$ cat src/rtl/ssb_pkg.sv
package ssb_pkg;

  typedef enum logic [2:0] {
    EXC_NONE = 3'd0,
    EXC_UD   = 3'd1,
    EXC_GP   = 3'd2,
    EXC_SS   = 3'd3,
    EXC_PF   = 3'd4
  } exc_e;

  typedef enum logic [1:0] {
    MODE_REAL = 2'd0,
    MODE_V86  = 2'd1,
    MODE_PROT = 2'd2,
    MODE_LONG = 2'd3
  } mode_e;

  typedef enum logic [1:0] {
    ST_IDLE = 2'd0,
    ST_REQ  = 2'd1,
    ST_WAIT = 2'd2
  } state_e;

endpackage

$ cat src/rtl/ssb_fault_chk.sv
module ssb_fault_chk
  import ssb_pkg::*;
#(
  parameter int ADDR_W     = 64,
  parameter int VA_BITS    = 48,
  parameter int ALIGN_BITS = 3
) (
  input  logic [ADDR_W-1:0] addr,
  input  logic [1:0]        cpl,
  input  logic [1:0]        mode,
  input  logic              lock_pfx,
  input  logic              seg_ss,
  input  logic              cet_en,
  input  logic              sss_en,
  output exc_e              code
);

  logic canon;

  // Canonical form: every bit from VA_BITS-1 upward equals the sign bit.
  generate
    if (VA_BITS >= ADDR_W) begin : g_full
      assign canon = 1'b1;
    end else begin : g_sext
      localparam int HI_W = ADDR_W - VA_BITS + 1;
      logic [HI_W-1:0] hi;
      assign hi    = addr[ADDR_W-1:VA_BITS-1];
      assign canon = (&hi) | ~(|hi);
    end
  endgenerate

  logic bad_mode;
  assign bad_mode = (mode == MODE_REAL) || (mode == MODE_V86);

  // Fixed priority: undefined-opcode causes, then privilege, alignment, canonical.
  always_comb begin
    code = EXC_NONE;
    if (!cet_en)                         code = EXC_UD;
    else if (lock_pfx || bad_mode)       code = EXC_UD;
    else if (!sss_en)                    code = EXC_UD;
    else if (cpl != 2'd0)                code = EXC_GP;
    else if (|addr[ALIGN_BITS-1:0])      code = EXC_GP;
    else if (mode == MODE_LONG && !canon) code = seg_ss ? EXC_SS : EXC_GP;
  end

endmodule

$ cat src/rtl/ssb_token_calc.sv
module ssb_token_calc #(
  parameter int ADDR_W = 64
) (
  input  logic [ADDR_W-1:0] tok_addr,
  input  logic [ADDR_W-1:0] old_val,
  output logic [ADDR_W-1:0] cmp_val,
  output logic [ADDR_W-1:0] new_val,
  output logic              mismatch
);

  // Bit 0 of a token is its busy marker; the remaining bits hold the address.
  assign cmp_val  = {tok_addr[ADDR_W-1:1], 1'b1};
  assign new_val  = {tok_addr[ADDR_W-1:1], 1'b0};
  assign mismatch = (old_val != cmp_val);

endmodule

$ cat src/rtl/ssb_seq.sv
module ssb_seq
  import ssb_pkg::*;
#(
  parameter int              ADDR_W   = 64,
  parameter logic [63:0]     SSP_INIT = 64'h0
) (
  input  logic              clk,
  input  logic              rst_n,
  input  logic              start,
  input  logic [ADDR_W-1:0] op_addr,
  input  exc_e              fault,
  output logic [ADDR_W-1:0] addr_q,
  output logic              req_valid,
  input  logic              req_ready,
  input  logic              rsp_valid,
  input  logic              rsp_pf,
  input  logic              tok_bad,
  output logic              done,
  output exc_e              exc_q,
  output logic              arch_we,
  output logic [5:0]        flags_q,   // {sf, of, af, pf, zf, cf}
  output logic [ADDR_W-1:0] ssp_q
);

  state_e st;

  assign req_valid = (st == ST_REQ);

  always_ff @(posedge clk or negedge rst_n) begin
    if (!rst_n) begin
      st      <= ST_IDLE;
      addr_q  <= '0;
      done    <= 1'b0;
      exc_q   <= EXC_NONE;
      arch_we <= 1'b0;
      flags_q <= '0;
      ssp_q   <= SSP_INIT[ADDR_W-1:0];
    end else begin
      done    <= 1'b0;
      exc_q   <= EXC_NONE;
      arch_we <= 1'b0;
      unique case (st)
        ST_IDLE: begin
          if (start) begin
            if (fault != EXC_NONE) begin
              done  <= 1'b1;
              exc_q <= fault;
            end else begin
              addr_q <= op_addr;
              st     <= ST_REQ;
            end
          end
        end
        ST_REQ: begin
          if (req_ready) st <= ST_WAIT;
        end
        ST_WAIT: begin
          if (rsp_valid) begin
            done <= 1'b1;
            st   <= ST_IDLE;
            if (rsp_pf) begin
              exc_q <= EXC_PF;
            end else begin
              arch_we <= 1'b1;
              flags_q <= {5'b0, tok_bad};
              ssp_q   <= '0;
            end
          end
        end
        default: st <= ST_IDLE;
      endcase
    end
  end

endmodule

$ cat src/rtl/ssb_unit.sv
module ssb_unit
  import ssb_pkg::*;
#(
  parameter int          ADDR_W     = 64,
  parameter int          VA_BITS    = 48,
  parameter int          ALIGN_BITS = 3,
  parameter logic [63:0] SSP_INIT   = 64'h0000_7FFF_FFFF_F000
) (
  input  logic              clk,
  input  logic              rst_n,
  input  logic              start,
  input  logic [ADDR_W-1:0] op_addr,
  input  logic [1:0]        op_cpl,
  input  logic [1:0]        op_mode,
  input  logic              op_lock,
  input  logic              op_seg_ss,
  input  logic              cet_en,
  input  logic              sss_en,
  output logic              mem_req_valid,
  input  logic              mem_req_ready,
  output logic [ADDR_W-1:0] mem_req_addr,
  output logic [ADDR_W-1:0] mem_req_cmp,
  output logic [ADDR_W-1:0] mem_req_new,
  input  logic              mem_rsp_valid,
  input  logic [ADDR_W-1:0] mem_rsp_data,
  input  logic              mem_rsp_pf,
  output logic              done,
  output logic [2:0]        exc,
  output logic              arch_we,
  output logic              flag_cf,
  output logic              flag_zf,
  output logic              flag_pf,
  output logic              flag_af,
  output logic              flag_of,
  output logic              flag_sf,
  output logic [ADDR_W-1:0] ssp_out
);

  exc_e              fault;
  exc_e              exc_q;
  logic [ADDR_W-1:0] addr_q;
  logic              tok_bad;
  logic [5:0]        flags_q;

  ssb_fault_chk #(
    .ADDR_W    (ADDR_W),
    .VA_BITS   (VA_BITS),
    .ALIGN_BITS(ALIGN_BITS)
  ) u_fault (
    .addr    (op_addr),
    .cpl     (op_cpl),
    .mode    (op_mode),
    .lock_pfx(op_lock),
    .seg_ss  (op_seg_ss),
    .cet_en  (cet_en),
    .sss_en  (sss_en),
    .code    (fault)
  );

  ssb_token_calc #(
    .ADDR_W(ADDR_W)
  ) u_tok (
    .tok_addr(addr_q),
    .old_val (mem_rsp_data),
    .cmp_val (mem_req_cmp),
    .new_val (mem_req_new),
    .mismatch(tok_bad)
  );

  ssb_seq #(
    .ADDR_W  (ADDR_W),
    .SSP_INIT(SSP_INIT)
  ) u_seq (
    .clk      (clk),
    .rst_n    (rst_n),
    .start    (start),
    .op_addr  (op_addr),
    .fault    (fault),
    .addr_q   (addr_q),
    .req_valid(mem_req_valid),
    .req_ready(mem_req_ready),
    .rsp_valid(mem_rsp_valid),
    .rsp_pf   (mem_rsp_pf),
    .tok_bad  (tok_bad),
    .done     (done),
    .exc_q    (exc_q),
    .arch_we  (arch_we),
    .flags_q  (flags_q),
    .ssp_q    (ssp_out)
  );

  assign mem_req_addr = addr_q;
  assign exc          = exc_q;
  assign flag_cf      = flags_q[0];
  assign flag_zf      = flags_q[1];
  assign flag_pf      = flags_q[2];
  assign flag_af      = flags_q[3];
  assign flag_of      = flags_q[4];
  assign flag_sf      = flags_q[5];

endmodule

$ cat config.mk
export PLATFORM = sky130hd
export DESIGN_NAME = ssb_unit
export DESIGN_NICKNAME = d
export VERILOG_FILES = /design/src/rtl/ssb_pkg.sv /design/src/rtl/ssb_fault_chk.sv /design/src/rtl/ssb_token_calc.sv /design/src/rtl/ssb_seq.sv /design/src/rtl/ssb_unit.sv
export SDC_FILE = /design/constraint.sdc
export NUM_CORES = 1
export LEC_CHECK = 0
export BUFFER_PORTS_ARGS = -buffer_cell sky130_fd_sc_hd__buf_2
export CELL_PAD_IN_SITES_DETAIL_PLACEMENT = 2
export CELL_PAD_IN_SITES_GLOBAL_PLACEMENT = 2
export CORE_MARGIN = 2
export CORE_UTILIZATION = 20
export DETAILED_ROUTE_END_ITERATION = 8
export GPL_ROUTABILITY_DRIVEN = 0
export HOLD_SLACK_MARGIN = 0.1
export PLACE_DENSITY_LB_ADDON = 0.1
export SETUP_SLACK_MARGIN = 0.05
export SYNTH_ARGS = -nofsm -noshare
export SYNTH_HDL_FRONTEND = slang
export SYNTH_HIERARCHICAL = 1
export SYNTH_SLANG_ARGS = --single-unit
$ cat constraint.sdc
create_clock -name clk -period 2 [get_ports clk]
set_clock_uncertainty 0.1 [all_clocks]
set_input_delay 0.4 -clock clk [delete_from_list [all_inputs] [get_ports clk]]
set_output_delay 0.4 -clock clk [all_outputs]
set_load 0.05 [all_outputs]
==> run metrics <==
status finished, violations left; failing checks negative setup slack; final core occ ~30%; synth top area cells dfrtp_1 34%, buf_4 28%, mux2_4 14%; Clk pin slew, worst setup/hold paths 70 ps; HPWL after DPL about 17 mm; WP data arrival 2550 ps; Vias around 4500; CP max FO 22; yosys warns 6; Mapped Area 5300 um2; final worst path period share 121%; Distinct cells, synth 38; post-synthesis sequential area ratio between 30% and 40%; initial antenna violation count 5; area leader, netlist dfrtp_1; Die Wd about 170 um; CP most frequent cell nand4_1; share of the synthesized area in the top cell type about a third; RSZ-0062 raised after global routing yes; kind of critical path input port to register; CP peak stage delay around 430 ps; leakage power between 0.004 and 0.005 uW; adder-cell share of the synthesized area 0%; core footprint 26100 um2; drc violations 0; Mapped Cells between 400 and 500; maximum level of the CTS H-tree 3; most common cell in the netlist buf_4; Initial Utilization approximately 20%; total gr overflow 0; CP Cell Sequence buf_8, nor4_4, nand4_1, or4_4, nand4_1, o21ai_1, nor3_2, buf_4, nand2_8, buf_12, mux2_4; Area Overhead vs Synth 45.7%; antenna-violating nets left 0; Hold Crit Class input port to register; NumNets Final approximately 960; CTS Buf Count 9; peak supply drop around 0.44 mV; Synth top cells by count 197 x buf_4, 72 x dfrtp_1, 49 x mux2_4; Critical Path Slowest Stage Cell or4_4; min-delay src mem_req_ready; largest family of logic cells by synthesized area buffers and inverters; Via density 3.88; fin. max-slew vios 0; CTS tree built; Most used DFF post-synth dfrtp_1; Crit. End Element register; f_max 0.413 GHz; Mean Syn Cell Area about 11 um2; post-synthesis mux area share 17.3%; number of global-route vias before repair roughly 4800; Top Ports 410; PD cells approximately 1200 nW/um2; Clk Latency, worst-skew pair around 340 ps; global-route wire length before repair roughly 30 mm; DIE HEIGHT roughly 170 um; fillers between 2000 and 3000; largest net degree at the start of global routing 37; WL/cell about 18 um; Yosys reg bits between 70 and 80; max cap viols 0; complex-gate fraction of the synthesized area 4.30%; gr usage total between 10% and 20%; drt first-iter violations 54; worst setup margin -421 ps; Max Root-Sink Buffers 2; Post-synth EDFFs 0; share of cells above drive strength 1 approximately 71%; Critical Path Start Type input port; Crit path required time ~2100 ps; worst r2r src u_seq/addr_q[31]; die area 27800 um2; root buf cell clkbuf_16; DR pass1 iterations 4; row cnt slightly below 60; Simple-Gate Fraction of Synth Area slightly below 6%; Final Hold Viols 0; post-route minimum period ~2400 ps; FFs w/ async S/R, synth 100%; CP startpoint op_addr[55]; final setup fails 67; port bufs around 370; Routed WL 21.3 mm; clock sink total 73; DP Worst Slack -894 ps; Post-Synth XOR/XNOR Area under 10%
-- cell usage in the layout (no fill, tap or decap), types with 7 or more instances in the layout --
| cell type | n |
|---|---|
| mux2_2 | 16 |
| o22ai_1 | 7 |
| xnor2_1 | 29 |
| nand4_1 | 17 |
| dfrtp_1 | 71 |
| clkbuf_16 | 11 |
| mux2_4 | 49 |
| inv_1 | 26 |
| buf_2 | 332 |
| buf_6 | 12 |
| buf_4 | 124 |
| conb_1 | 37 |
| xor2_1 | 8 |
-- path summary, 6_finish.rpt --
| kind | to | slack, ps | cells past startpoint |
|---|---|---|---|
| hold reg to reg | u_seq/flags_q[0] | 410 | 1 |
| setup / recovery | u_seq/addr_q[23] | -420 | 11 |
| max in group asynchronous | u_seq/ssp_q[45] | 760 | 3 |
| hold / removal | u_seq/st[0] | 140 | 2 |
| setup reg to reg | u_seq/flags_q[0] | -330 | 7 |
| min in group asynchronous | u_seq/addr_q[21] | 430 | 2 |
-- cell families after synthesis --
| kind of cell | count (synthesis) |
|---|---|
| buffers and inverters | 231 |
| flip-flops | 73 |
| multiplexers | 65 |
| AND/OR/NAND/NOR | 49 |
| XOR/XNOR | 40 |
| AO/OA/AOI/OAI | 30 |
| other | 4 |
-- worst max-delay path: cells and delay by family --
kind            cells  cell delay, ps
simple gates        6            1220
mux                 1             310
compound gates      1             120
buf+inv             3             470
-- power breakdown --
part | switching, uW | total (uW) | internal [uW]
clock | 718 | 1820 | 1100
sequential | 221 | 1970 | 1750
combinational | 3940 | 5460 | 1520
total | 4880 | 9240 | 4360
-- routing by layer --
metal,track usage (%),wire (um)
met2,27.1,11100
met4,3.71,207
met1,16.6,8320
met3,4.40,1640
met5,0,24
-- area by class of cell --
type / count / area (um2) / area share (%)
Timing Repair Buffer: 481 / 2980 / 38.6
Multi-Input combinational cell: 221 / 2060 / 26.7
Sequential cell: 73 / 1830 / 23.8
Tap cell: 335 / 419 / 5.43
Clock buffer: 10 / 229 / 2.97
Inverter: 27 / 101 / 1.31
Clock inverter: 6 / 92.6 / 1.20
Antenna cell: 2 / 5.00 / 0.0649
-- timing repair --
action                     in CTS  in global routing
pin swaps                       4                  2
gates resized for setup        68                 11
setup buffers                   1                  4
setup endpoints to repair     102                103
hold endpoints to repair       25                  0
hold buffers                    1                  0
gates cloned                    1                  2
-- per-stage QoR --
stage	hold slack [ps]	instance area, um2	total power (uW)	setup TNS (ps)	std cells
floorplan	4.41	5450	6480	-23090	525
global placement	268	6990	7430	-55160	1128
detailed placement	284	6990	7470	-55450	1128
CTS	141	7570	9390	-25850	1147
global route	143	7710	9660	-32020	1153
finish	142	7720	9240	-24920	1155
-- sequential cells by signal (all words and copies together), names as in the netlist --
name           flops
u_seq/done         1
u_seq/exc_q        3
u_seq/addr_q      64
u_seq/st           2
u_seq/flags_q      1
u_seq/arch_we      1
u_seq/ssp_q        1
(Power assumes the default switching activity.)
